### src/rtl/fpu_mode_trap_pkg.sv
package fpu_mode_trap_pkg;

  typedef enum logic [1:0] {
    CLS_OTHER    = 2'd0,
    CLS_SP_ARITH = 2'd1,
    CLS_FP32_MEM = 2'd2,
    CLS_FP_MOVE  = 2'd3
  } instCls_e;

  localparam logic [4:0] REG_CLR_NUM = 5'd5;
  localparam logic [4:0] REG_SET_NUM = 5'd6;

  typedef struct packed {
    logic setMode;
    logic clrMode;
    logic readMode;
    logic denyRi;
  } modeStrobe_t;

endpackage

### src/rtl/fpu_mode_trap_ctrl.sv
module fpu_mode_trap_ctrl
  import fpu_mode_trap_pkg::*;
#(
  parameter bit HAS_CAP = 1'b1,
  parameter int REG_W   = 5
) (
  input  logic             clk,
  input  logic             rstN,
  input  logic             userReq,
  input  logic             userWrite,
  input  logic [REG_W-1:0] userRegNum,
  input  logic [REG_W-1:0] userSrcIdx,
  input  logic             instValid,
  input  logic [1:0]       instClass,
  input  logic             userEn,
  input  logic             trapFlag,
  output modeStrobe_t      strobe,
  output logic             riExc
);

  logic hitClr, hitSet, srcOk, wrPass, rdHit, instTrap;

  always_comb begin
    hitClr   = userReq && userWrite && (userRegNum == REG_CLR_NUM);
    hitSet   = userReq && userWrite && (userRegNum == REG_SET_NUM);
    srcOk    = (userSrcIdx == '0);
    wrPass   = HAS_CAP && srcOk && (hitClr || hitSet);
    rdHit    = HAS_CAP && userReq && !userWrite && (userRegNum == REG_CLR_NUM);

    strobe.setMode  = wrPass && hitSet && userEn;
    strobe.clrMode  = wrPass && hitClr && userEn;
    strobe.readMode = rdHit && userEn;
    strobe.denyRi   = (wrPass || rdHit) && !userEn;

    instTrap = instValid && trapFlag && (instClass != CLS_OTHER);
    riExc    = strobe.denyRi || instTrap;
  end

  assert_strobe_excl_R11: assert property (@(posedge clk) disable iff (!rstN)
    $onehot0({strobe.setMode, strobe.clrMode, strobe.readMode, strobe.denyRi}));

  assert_ri_source_R11: assert property (@(posedge clk) disable iff (!rstN)
    riExc |-> (userReq || instValid));

endmodule

### src/rtl/fpu_mode_trap_dp.sv
module fpu_mode_trap_dp
  import fpu_mode_trap_pkg::*;
#(
  parameter bit HAS_CAP  = 1'b1,
  parameter int DATA_W   = 32,
  parameter int MODE_POS = 8,
  parameter int USER_POS = 9
) (
  input  logic              clk,
  input  logic              rstN,
  input  logic              privWrEn,
  input  logic              privWrMode,
  input  logic              privWrUser,
  input  modeStrobe_t       strobe,
  output logic              userEn,
  output logic              trapFlag,
  output logic [DATA_W-1:0] privRdData,
  output logic [DATA_W-1:0] userRdData
);

  localparam logic CAP_BIT = HAS_CAP;

  logic modeQ, userQ, trapQ;
  logic modeNext, userNext;

  always_comb begin
    if (privWrEn) begin
      modeNext = privWrMode;
      userNext = privWrUser;
    end else begin
      userNext = userQ;
      if (strobe.setMode)      modeNext = 1'b1;
      else if (strobe.clrMode) modeNext = 1'b0;
      else                     modeNext = modeQ;
    end
  end

  always_ff @(posedge clk) begin
    if (!rstN) begin
      modeQ <= 1'b0;
      userQ <= 1'b0;
      trapQ <= 1'b0;
    end else begin
      modeQ <= CAP_BIT && modeNext;
      userQ <= CAP_BIT && userNext;
      trapQ <= CAP_BIT && modeNext;
    end
  end

  always_comb begin
    privRdData           = '0;
    privRdData[MODE_POS] = modeQ;
    privRdData[USER_POS] = userQ;
    userRdData           = '0;
    userRdData[0]        = strobe.readMode && modeQ;
  end

  assign userEn   = userQ;
  assign trapFlag = trapQ;

  generate
    if (HAS_CAP) begin : gCapChecks
      assert_set_seen_R9: assert property (@(posedge clk) disable iff (!rstN)
        (strobe.setMode && !privWrEn) |=> trapFlag);
      assert_clr_seen_R9: assert property (@(posedge clk) disable iff (!rstN)
        (strobe.clrMode && !privWrEn) |=> !trapFlag);
    end
  endgenerate

endmodule

### src/rtl/fpu_mode_trap.sv
module fpu_mode_trap
  import fpu_mode_trap_pkg::*;
#(
  parameter bit HAS_CAP  = 1'b1,
  parameter int DATA_W   = 32,
  parameter int REG_W    = 5,
  parameter int MODE_POS = 8,
  parameter int USER_POS = 9
) (
  input  logic              clk,
  input  logic              rstN,
  input  logic              privWrEn,
  input  logic              privWrMode,
  input  logic              privWrUser,
  output logic [DATA_W-1:0] privRdData,
  input  logic              userReq,
  input  logic              userWrite,
  input  logic [REG_W-1:0]  userRegNum,
  input  logic [REG_W-1:0]  userSrcIdx,
  output logic [DATA_W-1:0] userRdData,
  input  logic              instValid,
  input  logic [1:0]        instClass,
  output logic              riExc
);

  modeStrobe_t strobe;
  logic        userEn, trapFlag;

  fpu_mode_trap_ctrl #(.HAS_CAP(HAS_CAP), .REG_W(REG_W)) uCtrl (
    .clk(clk), .rstN(rstN),
    .userReq(userReq), .userWrite(userWrite),
    .userRegNum(userRegNum), .userSrcIdx(userSrcIdx),
    .instValid(instValid), .instClass(instClass),
    .userEn(userEn), .trapFlag(trapFlag),
    .strobe(strobe), .riExc(riExc)
  );

  fpu_mode_trap_dp #(.HAS_CAP(HAS_CAP), .DATA_W(DATA_W),
                     .MODE_POS(MODE_POS), .USER_POS(USER_POS)) uDp (
    .clk(clk), .rstN(rstN),
    .privWrEn(privWrEn), .privWrMode(privWrMode), .privWrUser(privWrUser),
    .strobe(strobe), .userEn(userEn), .trapFlag(trapFlag),
    .privRdData(privRdData), .userRdData(userRdData)
  );

  assert_set_lands_R5: assert property (@(posedge clk) disable iff (!rstN)
    (userReq && userWrite && userRegNum == REG_SET_NUM && userSrcIdx == '0
     && privRdData[USER_POS] && !privWrEn) |=> privRdData[MODE_POS]);

  assert_denied_stable_R7: assert property (@(posedge clk) disable iff (!rstN)
    (userReq && userWrite && (userRegNum == REG_SET_NUM || userRegNum == REG_CLR_NUM)
     && userSrcIdx == '0 && !privRdData[USER_POS] && !privWrEn) |=> $stable(privRdData));

  assert_bad_src_noop_R6: assert property (@(posedge clk) disable iff (!rstN)
    (userReq && userWrite && userSrcIdx != '0 && !privWrEn && !instValid)
    |-> (!riExc ##1 $stable(privRdData)));

endmodule

### config.mk
export PLATFORM = sky130hd
export DESIGN_NAME = fpu_mode_trap
export DESIGN_NICKNAME = d
export VERILOG_FILES = /design/src/rtl/fpu_mode_trap_pkg.sv /design/src/rtl/fpu_mode_trap_ctrl.sv /design/src/rtl/fpu_mode_trap_dp.sv /design/src/rtl/fpu_mode_trap.sv
export SDC_FILE = /design/constraint.sdc
export NUM_CORES = 1
export LEC_CHECK = 0
export BUFFER_PORTS_ARGS = -buffer_cell sky130_fd_sc_hd__buf_2
export CAP_MARGIN = 10
export CORE_MARGIN = 2
export CORE_UTILIZATION = 32
export DETAILED_ROUTE_END_ITERATION = 8
export PLACE_DENSITY = 0.86
export SLEW_MARGIN = 40
export SYNTH_ARGS = -nofsm -noshare
export SYNTH_HDL_FRONTEND = slang
export SYNTH_SLANG_ARGS = --single-unit
### constraint.sdc
create_clock -name clk -period 1.4 [get_ports clk]
set_clock_uncertainty 0.15 [all_clocks]
set_input_delay 0.07 -clock clk [delete_from_list [all_inputs] [get_ports clk]]
set_output_delay 0.07 -clock clk [all_outputs]
set_load 0.05 [all_outputs]
==> impl_summary.log, run 1 <==
INFO  metric grt_use_total = 0.0775
INFO  metric cts-htree-levels = 1
INFO  metric floorplan.die_area = 0.00252 mm²
INFO  metric hold_depth = 4
INFO  metric totalPowerFinal = 646 µW
INFO  metric gpl.final_weighted_congestion = 0.655
INFO  metric yosysWarnings = 0
INFO  metric numPortBuffers = 23
INFO  metric cap_violations = 0
INFO  metric grt_first_pass_wirelength = 1.48 mm
INFO  metric hold_viol_final = 0
INFO  metric area_growth_syn_to_layout = 2.75%
INFO  metric critical_path_class = in -> out
INFO  metric violations = setup timing
INFO  metric antenna-diode-count = 0
INFO  metric drive_above_1_share = 0.302
INFO  metric numClockSinks = 2
INFO  metric worstPathArrival = 1230 ps
INFO  metric result_of_the_run = finished, violations left
INFO  metric ctsRootBufferMaster = sky130_fd_sc_hd__clkbuf_4
INFO  metric dieWidth = 50.2 µm
INFO  metric dp_hpwl = 1.01 mm
INFO  metric finalMaxSlewViolations = 0
INFO  metric antenna_found_initial = 0
INFO  metric final-setup-viol-count = 1
INFO  metric core.rowCount = 16
INFO  metric reg2reg_depth = 4
INFO  metric end_kind = output pin
INFO  metric final_core_util = 0.354
INFO  metric cp_max_fo = 2
INFO  metric place_area = 603 µm²
INFO  metric finish.net_count = 138
INFO  metric post_route_cell_area = 701 µm²
INFO  metric static-leakage-power = 0.000408 µW
INFO  metric detailedPlace.worstSlack = -171 ps
INFO  metric die_h = 50.2 µm
INFO  metric post-route-min-period = 1450 ps
INFO  metric grt_use_met1 = 0.0801
INFO  metric setup_slack = -46.8 ps
INFO  metric drt_iter0_markers = 1
INFO  metric worstPathRequired = 1180 ps
INFO  metric cts_clock_pin_slew_for_the_worst_setup_and_hold_paths = 30 ps
INFO  metric vias_per_cell = 3.36
INFO  metric start_kind = input port
INFO  metric pin_count = 85
INFO  metric via_count = 481
INFO  metric drc = 0
INFO  metric first_global_vias = 355
INFO  metric tritoncts_clock_tree = built
INFO  metric holdCritPathClass = in -> reg
INFO  metric rsz0062_at_grt = true
INFO  metric drt-total-wl = 1.17 mm
INFO  metric cts_buffers = 3
INFO  metric clk-insertion-delay-late = 220 ps
INFO  metric grt_start_max_net_pins = 7
INFO  metric avgRoutedWirePerCell = 8.17 µm
INFO  metric final_cell_count_no_fill = 143
INFO  metric grt_use_met3 = 0.00893
INFO  metric mappedNetlistArea = 682 µm²
INFO  metric synth.ff_latch_count = 2
INFO  metric instance_count_after_placement_with_tap_cells_included = 135
INFO  metric power_density = 922 mW/mm²
INFO  metric global_routing_met2_resource_utilization = 0.156
INFO  metric antenna_left = 0
INFO  metric final.period_utilization = 1.03
INFO  metric core_area = 0.00198 mm²
INFO  metric max_freq = 0.691 GHz
INFO  metric yosys.cell_types.count = 23
INFO  metric detailedRoute.firstPassIterationCount = 3
INFO  metric overflow_after_grt = 0
INFO  metric synth_sequential_area_ratio = 0.0587
INFO  metric power.ir.vdd_worst = 0.344 mV
INFO  metric post_synthesis_mean_instance_area = 7.75 µm²
INFO  metric floorplan.initialDensity = 0.344
INFO  metric top_usage_layer = met2
INFO  metric clockBufferDepth = 2
INFO  metric synthCells = 88
[power breakdown]
part	internal [µW]	switching, µW	total (µW)	leakage [µW]
combinational	47.9	405	453	0.000377
sequential	61.6	6.84	68.4	0.0000169
clock	94.5	30.7	125	0.0000138
total	204	442	646	0.000408
[cell usage in the layout (no fill, tap or decap), drive strengths merged]
cell | netlist | final
dlygate4sd3 | 0 | 4
a21oi | 1 | 1
a31oi | 1 | 1
nor2b | 1 | 1
or4bb | 1 | 1
nand4b | 1 | 1
and4 | 1 | 1
dfxtp | 2 | 2
or4 | 1 | 1
inv | 1 | 1
nand3 | 1 | 1
o31ai | 2 | 2
conb | 1 | 61
nand2b | 1 | 1
o211ai | 1 | 1
nand2 | 1 | 1
o311ai | 1 | 1
buf | 63 | 24
nor2 | 2 | 2
mux2i | 1 | 1
nor4bb | 1 | 1
o21ai | 1 | 1
nor4 | 1 | 1
or2b | 1 | 1
clkbuf | 0 | 3
[logic make-up after synthesis]
| logic type | synth area share |
|---|---|
| AO/OA/AOI/OAI | 0.0697 |
| buffers and inverters | 0.699 |
| flip-flops | 0.0587 |
| multiplexers | 0.0147 |
| other | 0.00550 |
| AND/OR/NAND/NOR | 0.152 |
[sequential cells by signal, summed over array words and instances (netlist names)]
signal	count
uDp.trapFlag	1
uDp.userEn	1
[per-stage QoR]
stage | setup TNS [ps] | hold WS, ps
after floorplan | -85.5 | 27.1
after global placement | -284 | 155
after detailed placement | -299 | 157
after CTS | -72.4 | 104
after global routing | -97.1 | 183
final | -46.8 | 129
[metal layers]
layer / vias to the layer above / routed length [µm]
met5: - / 0
met2: 47 / 648
met4: 0 / 0
met3: 0 / 147
met1: 209 / 373
li1: 225 / -
[synth_stat cells, drive strengths merged]
| cell | instances | area share |
|---|---|---|
| inv | 1 | 0.0055 |
| nand4b | 1 | 0.013 |
| dfxtp | 2 | 0.059 |
| o311ai | 1 | 0.013 |
| mux2i | 1 | 0.015 |
| o211ai | 1 | 0.011 |
| nor2 | 2 | 0.011 |
| nand3 | 1 | 0.0073 |
| and4 | 1 | 0.013 |
| or2b | 1 | 0.013 |
| nand2b | 1 | 0.0092 |
| o31ai | 2 | 0.022 |
| o21ai | 1 | 0.0073 |
| buf | 63 | 0.69 |
| nor4 | 1 | 0.018 |
| nor2b | 1 | 0.0092 |
| conb | 1 | 0.0055 |
| or4 | 1 | 0.017 |
| nor4bb | 1 | 0.015 |
| or4bb | 1 | 0.022 |
| nand2 | 1 | 0.0055 |
| a31oi | 1 | 0.0092 |
| a21oi | 1 | 0.0073 |
[critical path, stage by stage]
cell and delay (ps):
sky130_fd_sc_hd__buf_6 90, sky130_fd_sc_hd__or4_4 540, sky130_fd_sc_hd__nor2_4 100, sky130_fd_sc_hd__a21oi_2 60, sky130_fd_sc_hd__o31ai_4 180, sky130_fd_sc_hd__buf_6 190
[layout make-up]
type	count	area (µm²)
Fill cell	211	1280
Multi-Input combinational cell	82	424
Timing Repair Buffer	28	175
Sequential cell	2	41.3
Tap cell	27	33.8
Clock buffer	3	22.5
Inverter	1	3.75
[final timing paths]
kind	to	slack, ps	from
worst min-delay path	uDp.trapFlag	130	privWrMode
worst max-delay path	riExc	-50	userSrcIdx[4]
worst max register to register	uDp.trapFlag	230	uDp.userEn
worst min register to register	uDp.trapFlag	430	uDp.trapFlag
[timing repair]
action,CTS,global route
gates resized for setup,4,2
buffers inserted,1,0
pin swaps,2,2
hold endpoints to repair,2,0
endpoints found under the setup margin,2,2
hold buffers,4,0
No activity file was read; power rests on OpenSTA's default activity.
==> inputs of run 2 (changes only) <==
--- a/config.mk
+++ b/config.mk
@@ -8,10 +8,10 @@
 export BUFFER_PORTS_ARGS = -buffer_cell sky130_fd_sc_hd__buf_2
 export CAP_MARGIN = 10
 export CORE_MARGIN = 2
-export CORE_UTILIZATION = 32
+export CORE_UTILIZATION = 30
 export DETAILED_ROUTE_END_ITERATION = 8
-export PLACE_DENSITY = 0.86
-export SLEW_MARGIN = 40
+export PLACE_DENSITY = 0.82
+export SLEW_MARGIN = 25
 export SYNTH_ARGS = -nofsm -noshare
 export SYNTH_HDL_FRONTEND = slang
 export SYNTH_SLANG_ARGS = --single-unit
==> run 2 against run 1 <==
Against the previous run: the flow still finishes with violations (setup timing); power grew 2.3%; cell count rose by 1.4%; clock-buffer cell count unchanged; via count up 2.9%; setup slack worse by 8.1 ps; hold slack got worse by 26 ps; largest cell class unchanged.
==> impl_summary.log, run 2 (same netlist as run 1, synthesis figures left out) <==
INFO  metric worstPathArrival = 1230 ps
INFO  metric share_comb_of_total_power = 0.688
INFO  metric detailedRoute.firstPassIterationCount = 5
INFO  metric post-route-min-period = 1450 ps
INFO  metric area_growth_syn_to_layout = 5.32%
INFO  metric end_kind = output pin
INFO  metric most-common-layout-cells = sky130_fd_sc_hd__conb_1 (61), sky130_fd_sc_hd__buf_2 (20), sky130_fd_sc_hd__clkbuf_4 (4), sky130_fd_sc_hd__dlygate4sd3_1 (4)
INFO  metric totalPowerFinal = 661 µW
INFO  metric avgRoutedWirePerCell = 8.05 µm
INFO  metric tritoncts_clock_tree = built
INFO  metric cp_common_cell = sky130_fd_sc_hd__buf_6
INFO  metric ctsRootBufferMaster = sky130_fd_sc_hd__clkbuf_4
INFO  metric cp_max_fo = 2
INFO  metric rsz0062_at_grt = true
INFO  metric sw_frac_of_total = 0.688
INFO  metric die_h = 51.7 µm
INFO  metric dp_hpwl = 873 µm
INFO  metric grt_first_pass_wirelength = 1.30 mm
INFO  metric clk-insertion-delay-late = 230 ps
INFO  metric drt_iter0_markers = 10
INFO  metric filler_cell_count = 240
INFO  metric setup_slack = -54.9 ps
INFO  metric cts-htree-levels = 1
INFO  metric core.rowCount = 17
INFO  metric power.ir.vdd_worst = 0.279 mV
INFO  metric first_global_vias = 332
INFO  metric final-setup-viol-count = 1
INFO  metric peak_per_stage_delay_on_the_critical_path = 550 ps
INFO  metric cts_buffers = 3
INFO  metric hold_viol_final = 0
INFO  metric start_kind = input port
INFO  metric static-leakage-power = 0.000413 µW
INFO  metric violations = setup timing
INFO  metric overflow_after_grt = 0
INFO  metric cp_startpoint = userSrcIdx[4]
INFO  metric hold_start = privWrMode
INFO  metric antenna-diode-count = 0
INFO  metric mostFrequentLayoutCell = sky130_fd_sc_hd__conb_1
INFO  metric p_switching = 455 µW
INFO  metric result_of_the_run = finished, violations left
INFO  metric pin_count = 85
INFO  metric timing.setup.tns = -54.9 ps
INFO  metric dieWidth = 51.7 µm
INFO  metric finish.net_count = 139
INFO  metric drive_above_1_share = 0.308
INFO  metric regToRegStartpoint = uDp.userEn
INFO  metric timing.critical_path.cells = buf_6 -> or4_4 -> nor2_4 -> a21oi_2 -> o31ai_4 -> buf_6
INFO  metric via_count = 495
INFO  metric clockBufferDepth = 2
INFO  metric max_freq = 0.687 GHz
INFO  metric critical_path_class = in -> out
INFO  metric antenna_left = 0
INFO  metric numClockSinks = 2
INFO  metric finalMaxSlewViolations = 0
INFO  metric intPower = 206 µW
INFO  metric grt_start_max_net_pins = 7
INFO  metric antenna_found_initial = 0
INFO  metric vias_per_cell = 3.41
INFO  metric final_core_util = 0.331
INFO  metric cap_violations = 0
INFO  metric p_seq_frac = 0.103
INFO  metric drt-total-wl = 1.17 mm
INFO  metric holdCritPathClass = in -> reg
INFO  metric hold-worst-slack = 102 ps
INFO  metric clkPwrFrac = 0.209
INFO  metric reg2reg_slack = 110 ps
INFO  metric core_area = 0.00217 mm²
INFO  metric gpl.final_weighted_congestion = 0.675
INFO  metric drc = 0
INFO  metric numPortBuffers = 23
INFO  metric worstPathRequired = 1180 ps
INFO  metric power_density = 921 mW/mm²
INFO  metric final.period_utilization = 1.04
INFO  metric floorplan.initialDensity = 0.314
INFO  metric cts_clock_pin_slew_for_the_worst_setup_and_hold_paths = 40 ps
INFO  metric grt_use_total = 0.0716
INFO  metric cell_with_the_largest_stage_delay_on_the_worst_path = sky130_fd_sc_hd__or4_4
INFO  metric floorplan.die_area = 0.00267 mm²
## run 2: what timing repair did
action                                  CTS  global route
hold buffers                              4             0
endpoints found under the setup margin    1             3
gates resized for setup                   4             3
pin swaps                                 1             2
setup buffers                             1             0
hold endpoints to repair                  2             0
## run 2: final timing paths
path	end	cells after the start
worst max-delay path	riExc	6
worst min-delay path	uDp.trapFlag	4
worst max register to register	uDp.trapFlag	4
worst min register to register	uDp.trapFlag	2
## run 2: per-stage QoR
| stage | instances | setup slack, ps | area [µm²] |
|---|---|---|---|
| after floorplan | 148 | -85.5 | 927 |
| after global placement | 137 | -179 | 612 |
| after detailed placement | 137 | -193 | 612 |
| after CTS | 145 | -68.8 | 699 |
| after global routing | 145 | -114 | 718 |
| final | 145 | -54.9 | 718 |
## run 2: cell type report
class | instances | area [µm²] | share of cell area
multi-input combinational | 82 | 432 | 0.601
timing repair buffer | 29 | 185 | 0.258
sequential | 2 | 40.0 | 0.0557
tap | 28 | 35.0 | 0.0488
clock buffer | 3 | 22.5 | 0.0314
inverter | 1 | 3.75 | 0.00523
## run 2: metal layers
metal	track usage	wire [µm]	up-vias
met5	0	0	-
met4	0.0658	33	0
met3	0.00862	180	4
met2	0.145	641	51
met1	0.0574	312	216
li1	-	-	224
## run 2: power groups by stage
stage	logic, µW	registers (µW)	clock network (µW)
5_1_grt	472	68.6	134
4_1_cts	448	67.4	136
3_3_place_gp	432	68.2	0
6_report	455	68.1	138
3_5_place_dp	434	68.2	0
2_1_floorplan	533	66.2	0
## run 2: critical path, delay by kind of cell
kind	cells	cell delay, ps
AOI/OAI and AO/OA	2	250
buffers and inverters	2	270
and+or+nand+nor	2	650
